===== config.mk =====
export PLATFORM = sky130hd
export DESIGN_NAME = dm_spi_reg_slave
export DESIGN_NICKNAME = d
export VERILOG_FILES = /design/src/rtl/spi_reg_pkg.sv /design/src/rtl/spi_sclk_edges.sv /design/src/rtl/spi_shift_core.sv /design/src/rtl/spi_txn_ctrl.sv /design/src/rtl/dm_spi_reg_slave.sv
export SDC_FILE = /design/constraint.sdc
export NUM_CORES = 1
export LEC_CHECK = 0
export BUFFER_PORTS_ARGS = -buffer_cell sky130_fd_sc_hd__clkbuf_2
export CORE_UTILIZATION = 61
export CTS_BUF_LIST = sky130_fd_sc_hd__clkbuf_8
export CTS_CLUSTER_DIAMETER = 80
export DETAILED_ROUTE_END_ITERATION = 10
export GPL_TIMING_DRIVEN = 1
export PLACE_DENSITY_LB_ADDON = 0.1
export SETUP_SLACK_MARGIN = 0.15
export SKIP_LAST_GASP = 1
export SLEW_MARGIN = 20
export SYNTH_ARGS = -nofsm -noshare
export SYNTH_HDL_FRONTEND = slang
export SYNTH_HIERARCHICAL = 1
export SYNTH_SLANG_ARGS = --single-unit

===== constraint.sdc =====
create_clock -name clk -period 4.98 [get_ports clk]
set_input_delay 0.249 -clock clk [delete_from_list [all_inputs] [get_ports clk]]
set_output_delay 0.249 -clock clk [all_outputs]
set_load 0.01 [all_outputs]

===== src/rtl/spi_reg_pkg.sv =====
// Package: shared widths and command-byte field positions for the
// dual-mode SPI register slave. Assumes a byte-wide command and data.
package spi_reg_pkg;
    localparam int unsigned BYTE_W       = 8;
    localparam int unsigned ADDR_W       = 5;
    localparam int unsigned CMD_DIR_BIT  = 1;
    localparam int unsigned CMD_ADDR_LSB = BYTE_W - ADDR_W;
    localparam int unsigned CNT_W        = $clog2(BYTE_W);

    typedef enum logic {
        PH_CMD  = 1'b0,
        PH_DATA = 1'b1
    } phase_e;
endpackage


===== src/rtl/spi_sclk_edges.sv =====
// Serial clock edge finder. Compares sclk with its value one system clock
// earlier and reports single-cycle rise and fall pulses while selected.
// Assumes sclk is already synchronous to clk and that its half period spans
// at least three clk cycles.
module spi_sclk_edges (
    input  logic clk,
    input  logic rst_n,
    input  logic ss_n,
    input  logic sclk,
    output logic rise_o,
    output logic fall_o
);
    logic sclk_q;

    // Keep the previous serial clock sample (idle level is low).
    always_ff @(posedge clk) begin
        if (!rst_n) sclk_q <= 1'b0;
        else        sclk_q <= sclk;
    end

    // Edges count only while the slave is selected.
    always_comb begin
        rise_o = !ss_n &&  sclk && !sclk_q;
        fall_o = !ss_n && !sclk &&  sclk_q;
    end
endmodule


===== src/rtl/spi_shift_core.sv =====
// Bit engine: counts bits within a byte, shifts input in MSB first on rising
// edges, and shifts output out MSB first on falling edges. A load request
// replaces the output shifter. Deselection clears the counter and shifters.
// Assumes a load never coincides with a falling edge.
module spi_shift_core #(
    parameter int unsigned BYTE_W = spi_reg_pkg::BYTE_W,
    localparam int unsigned CNT_W = $clog2(BYTE_W)
) (
    input  logic              clk,
    input  logic              rst_n,
    input  logic              ss_n,
    input  logic              rise_i,
    input  logic              fall_i,
    input  logic              din_i,
    input  logic              load_i,
    input  logic [BYTE_W-1:0] load_data_i,
    output logic              byte_done_o,
    output logic [BYTE_W-1:0] byte_o,
    output logic              dout_o
);
    logic [CNT_W-1:0]  bit_cnt_q;
    logic [BYTE_W-1:0] rx_sh_q;
    logic [BYTE_W-1:0] tx_sh_q;

    // A byte completes on the rising edge that carries its last bit.
    always_comb begin
        byte_done_o = rise_i && (bit_cnt_q == CNT_W'(BYTE_W - 1));
        byte_o      = {rx_sh_q[BYTE_W-2:0], din_i};
    end

    // Receive side: bit counter and input shifter.
    always_ff @(posedge clk) begin
        if (!rst_n || ss_n) begin
            bit_cnt_q <= '0;
            rx_sh_q   <= '0;
        end else if (rise_i) begin
            bit_cnt_q <= bit_cnt_q + CNT_W'(1);
            rx_sh_q   <= {rx_sh_q[BYTE_W-2:0], din_i};
        end
    end

    // Transmit side: load fetched data, present one bit per falling edge.
    always_ff @(posedge clk) begin
        if (!rst_n || ss_n) begin
            tx_sh_q <= '0;
            dout_o  <= 1'b0;
        end else if (load_i) begin
            tx_sh_q <= load_data_i;
        end else if (fall_i) begin
            dout_o  <= tx_sh_q[BYTE_W-1];
            tx_sh_q <= {tx_sh_q[BYTE_W-2:0], 1'b0};
        end
    end
endmodule


===== src/rtl/spi_txn_ctrl.sv =====
// Transaction controller: decodes the command byte, keeps the running
// register address, issues read and write strobes, latches the wiring mode
// while deselected and marks when the slave owns the shared line.
// Assumes byte completions are at least two clk cycles apart.
module spi_txn_ctrl
    import spi_reg_pkg::*;
(
    input  logic              clk,
    input  logic              rst_n,
    input  logic              ss_n,
    input  logic              hd_cfg_i,
    input  logic              byte_done_i,
    input  logic [BYTE_W-1:0] byte_i,
    output logic              hd_o,
    output logic              rd_dir_o,
    output logic [ADDR_W-1:0] addr_o,
    output logic              wr_en_o,
    output logic [BYTE_W-1:0] wr_data_o,
    output logic              rd_en_o
);
    phase_e phase_q;
    logic   is_wr_q;

    // Mode latch: follows the configuration input only while deselected.
    always_ff @(posedge clk) begin
        if (!rst_n)    hd_o <= 1'b0;
        else if (ss_n) hd_o <= hd_cfg_i;
    end

    // Phase and direction: command first, then data until deselection.
    always_ff @(posedge clk) begin
        if (!rst_n || ss_n) begin
            phase_q  <= PH_CMD;
            is_wr_q  <= 1'b0;
            rd_dir_o <= 1'b0;
        end else if (byte_done_i && phase_q == PH_CMD) begin
            phase_q  <= PH_DATA;
            is_wr_q  <= byte_i[CMD_DIR_BIT];
            rd_dir_o <= !byte_i[CMD_DIR_BIT];
        end
    end

    // Running address: loaded by the command, advanced after each data byte.
    always_ff @(posedge clk) begin
        if (!rst_n) begin
            addr_o <= '0;
        end else if (byte_done_i && !ss_n) begin
            if (phase_q == PH_CMD)
                addr_o <= byte_i[BYTE_W-1:CMD_ADDR_LSB];
            else if (!is_wr_q)
                addr_o <= addr_o + ADDR_W'(1);
        end else if (wr_en_o) begin
            addr_o <= addr_o + ADDR_W'(1);
        end
    end

    // Strobes: one write per written byte, one read per byte to be sent.
    always_ff @(posedge clk) begin
        if (!rst_n || ss_n) begin
            wr_en_o   <= 1'b0;
            rd_en_o   <= 1'b0;
            wr_data_o <= '0;
        end else begin
            wr_en_o <= 1'b0;
            rd_en_o <= 1'b0;
            if (byte_done_i) begin
                if (phase_q == PH_CMD) begin
                    rd_en_o <= !byte_i[CMD_DIR_BIT];
                end else if (is_wr_q) begin
                    wr_en_o   <= 1'b1;
                    wr_data_o <= byte_i;
                end else begin
                    rd_en_o <= 1'b1;
                end
            end
        end
    end
endmodule


===== src/rtl/dm_spi_reg_slave.sv =====
// Top of the dual-mode SPI register slave. Connects the edge finder, bit
// engine and transaction controller, and forms both pin output enables,
// which drop at once on deselection or reset. Assumes the register file
// answers a read strobe combinationally in the same cycle.
module dm_spi_reg_slave
    import spi_reg_pkg::*;
(
    input  logic              clk,
    input  logic              rst_n,
    input  logic              hd_mode_cfg,
    input  logic              ss_n,
    input  logic              sclk,
    input  logic              mosi_in,
    output logic              mosi_out,
    output logic              mosi_oe,
    output logic              miso_out,
    output logic              miso_oe,
    output logic [ADDR_W-1:0] reg_addr,
    output logic              reg_wr_en,
    output logic [BYTE_W-1:0] reg_wr_data,
    output logic              reg_rd_en,
    input  logic [BYTE_W-1:0] reg_rd_data
);
    logic              rise, fall;
    logic              byte_done;
    logic [BYTE_W-1:0] rx_byte;
    logic              dout;
    logic              hd_q;
    logic              rd_dir;

    spi_sclk_edges u_edges (
        .clk    (clk),
        .rst_n  (rst_n),
        .ss_n   (ss_n),
        .sclk   (sclk),
        .rise_o (rise),
        .fall_o (fall)
    );

    spi_shift_core #(.BYTE_W(BYTE_W)) u_shift (
        .clk         (clk),
        .rst_n       (rst_n),
        .ss_n        (ss_n),
        .rise_i      (rise),
        .fall_i      (fall),
        .din_i       (mosi_in),
        .load_i      (reg_rd_en),
        .load_data_i (reg_rd_data),
        .byte_done_o (byte_done),
        .byte_o      (rx_byte),
        .dout_o      (dout)
    );

    spi_txn_ctrl u_ctrl (
        .clk         (clk),
        .rst_n       (rst_n),
        .ss_n        (ss_n),
        .hd_cfg_i    (hd_mode_cfg),
        .byte_done_i (byte_done),
        .byte_i      (rx_byte),
        .hd_o        (hd_q),
        .rd_dir_o    (rd_dir),
        .addr_o      (reg_addr),
        .wr_en_o     (reg_wr_en),
        .wr_data_o   (reg_wr_data),
        .rd_en_o     (reg_rd_en)
    );

    // Pin drivers: one data bit feeds both lines, the enables pick the owner.
    always_comb begin
        mosi_out = dout;
        miso_out = dout;
        miso_oe  = rst_n && !ss_n && !hd_q;
        mosi_oe  = rst_n && !ss_n &&  hd_q && rd_dir;
    end
endmodule


==> key figures <==
Run status
  – Status: finished clean

Global routing
  – Vias in the first global route: 1231
  – Remaining global-route overflow: 0
  – Initial antenna violation count: 0
  – Gr usage total: 0.227
  – Largest net degree at the start of global routing: 20
  – First-pass GRT wire length: 5380 um

Worst setup path
  – Crit Path Max Fanout: 11
  – Setup CP Type: flip-flop to flip-flop
  – CP arrival: 2.54 ns
  – Worst setup EP type: flip-flop
  – CP required: 5.15 ns
  – Crit start category: flip-flop

Synthesis
  – Post-Synth XOR/XNOR Area: 0.00502
  – Total number of yosys warnings: 6
  – Synth area leader: dfxtp_1
  – Top post-synthesis cells by area: dfxtp_1 45%, mux2i_1 16%, nor2_1 7.5%
  – Seq/Total Area, Yosys: 0.448
  – Synth Register Bits: 39
  – Post-Syn Nets: 187
  – Largest family of logic cells by synthesized area: multiplexers
  – Synth Area in Adders: 0.0215
  – Library cells used by synthesis: 32
  – Synth top area share: 0.448
  – Simple-Gate Fraction of Synth Area: 0.202
  – Mux contribution to synthesized area: 0.227
  – Post-synthesis compound-gate area fraction: 0.0560
  – Per-instance average area after synthesis: 10.3 um^2
  – Synth Instances: 170
  – Synthesized area: 1740 um^2

CTS
  – Cts repair resizes: 0
  – Post-CTS setup repair buffer count: 0
  – CTS Hold Buffers Added: 0
  – Clk sink count: 39
  – Clock Latency Late Sink: 0.29 ns
  – H-tree Lvls: 2
  – Clock slew at reported path FFs: 0.08 ns
  – Root Driver: clkbuf_8
  – Clock Tree Buf Depth: 2
  – Num CTS Buffers: 5
  – CTS tree: built

Place
  – Final HPWL DP: 2360 um
  – # placed instances: 223
  – Dpl ws: 2.40 ns
  – # port buffers: 32
  – Routability cong.: 0.760

STA
  – Part of the cycle the worst path needs: 0.476
  – Skew final: 0.00676 ns
  – Slew Limit Headroom: 0.351
  – Hold Worst Slack: 0.199 ns
  – Fin worst setup slack: 2.61 ns
  – Setup TNS: 0 ns
  – Fmax: 0.421 GHz
  – Count of final setup violators: 0
  – Final slew viol count: 0
  – Fin crit period: 2.37 ns
  – Slew @ Worst Pin: 0.969 ns
  – RSZ-0062 raised after global routing: false
  – Hold Fails Final Rpt: 0

Pwr
  – Sw frac: 0.219
  – Pwr dens: 274 nW/um^2
  – Psw: 117 uW
  – Clock power share: 0.372
  – P_leak: 0.000829 uW
  – Comb pwr share: 0.042
  – Sequential power share: 0.587
  – VDD IR-drop max: 0.000288 V
  – Pint: 418 uW

Cells and area
  – Final core utilization: 0.716
  – Area grow syn2layout: 12.3%
  – Layout cells sized above 1: 0.270
  – Diode count: 0
  – Post-Layout Cell Count: 231
  – Layout net count: 216

Drt
  – ANT nets after route: 0
  – DRT iter0 DRCs: 43
  – Via-to-Cell Ratio: 5.57
  – Router iterations before antenna repair: 4
  – Routed length on met2: 1570 um
  – Uppermost layer routed: met4
  – Met3 Routed Length: 164 um
  – Via count: 1286
  – Total Wirelength: 3140 um
  – Post-route DRC: 0
  – Wire per inst: 13.6 um
  – Wl on met1: 1340 um

Floorplanning
  – CORE AREA: 2730 um^2
  – Die area: 3080 um^2
  – Initial core utilization: 0.638
  – # rows: 19
  – Chip Width: 55.5 um
  – IO Pins: 33
  – Die Ht: 55.5 um

Run
  – Max-cap check violation count: 0

Worst hold path
  – Hold WC Path Type: primary input to flip-flop
## placed cells by master (no fill, tap or decap), drive strengths merged, types with 2 or more instances in the layout
cell type  netlist  final
o211ai           3      3
nand2b           3      3
ha               3      3
mux2i           28     28
a21oi            6      6
o21ai            5      5
mux2             8      8
nand3            3      3
clkbuf           2     37
nor2b            6      6
and2             2      2
dfxtp           39     39
nor3             2      2
nor2            35     35
nand2            3      3
nor3b            8      8
## layout make-up
type | count | area [um^2]
fillers | 230 | 776
well taps | 31 | 38.8
multi-input cells | 121 | 893
clock buffers | 5 | 68.8
clock inverters | 3 | 16.3
repair buffers | 32 | 160
flip-flops and latches | 39 | 781
## final timing paths
check                       start                   end  slack [ns]  cells after the start
max                u_edges/sclk_q      u_ctrl/addr_o[0]        2.61                      6
min                reg_rd_data[7]    u_shift/tx_sh_q[7]        0.20                      3
max reg2reg        u_edges/sclk_q      u_ctrl/addr_o[0]        2.61                      6
min reg2reg  u_shift/bit_cnt_q[2]  u_shift/bit_cnt_q[2]        0.50                      2
## per-stage QoR
| stage | total power [uW] | area (um^2) |
|---|---|---|
| CTS | 545 | 1960 |
| detailed placement | 344 | 1870 |
| finish | 536 | 1960 |
| global placement | 343 | 1870 |
| global route | 562 | 1960 |
| floorplan | 336 | 1740 |
## power groups by stage
stage	sequential (uW)	combinational [uW]	clock, uW
3_3_place_gp	321	21.3	0
3_5_place_dp	321	22.3	0
5_1_grt	314	24.3	223
2_1_floorplan	321	14.8	0
4_1_cts	314	22.5	208
6_report	314	22.3	199
## flip-flops by register name, summed over array words and instances (netlist names)
register and count:
u_ctrl/rd_en_o 1, u_shift/bit_cnt_q 3, u_ctrl/addr_o 5, u_edges/sclk_q 1, u_shift/tx_sh_q 8, u_ctrl/wr_en_o 1, u_ctrl/phase_q 1, u_ctrl/is_wr_q 1
u_shift/rx_sh_q 7, u_shift/dout_o 1, u_ctrl/wr_data_o 8, u_ctrl/rd_dir_o 1, u_ctrl/hd_o 1
## synth_stat cells
cell type / instances
nand2_1: 3
clkbuf_1: 2
buf_2: 2
and4b_1: 1
mux2_4: 7
nand2b_1: 3
or2b_1: 1
mux2i_1: 28
nor2b_1: 5
ha_1: 3
nor3b_2: 2
nor2_1: 35
dfxtp_1: 39
buf_6: 2
nand4b_1: 1
nor3b_1: 5
nand3_2: 1
o21ai_1: 4
nor3_1: 2
nor3b_4: 1
mux2_2: 1
nand3_1: 2
o21ai_2: 1
xnor2_1: 1
a221oi_1: 1
and2_2: 1
nor2b_2: 1
o21a_1: 1
a21oi_1: 6
and2_1: 1
buf_4: 4
o211ai_1: 3
## critical path, cell delays in order, from the launching register on
cell and delay [ns]:
dfxtp_1 0.33, nor3b_2 0.78, and2_1 0.36, nor2b_2 0.30
o21ai_2 0.12, a221oi_1 0.29, nor2b_1 0.08
## metal layers
layer,GRT usage,vias up
met5,0,-
met4,0.114,0
met3,0.0679,7
met2,0.360,35
met1,0.279,602
li1,-,642
## kinds of logic after synthesis
logic type,after synthesis
compound gates,16
fa+ha+maj,3
flops,39
simple gates,65
mux,36
buf+inv,10
xor+xnor,1
(Power assumes the default switching activity.)
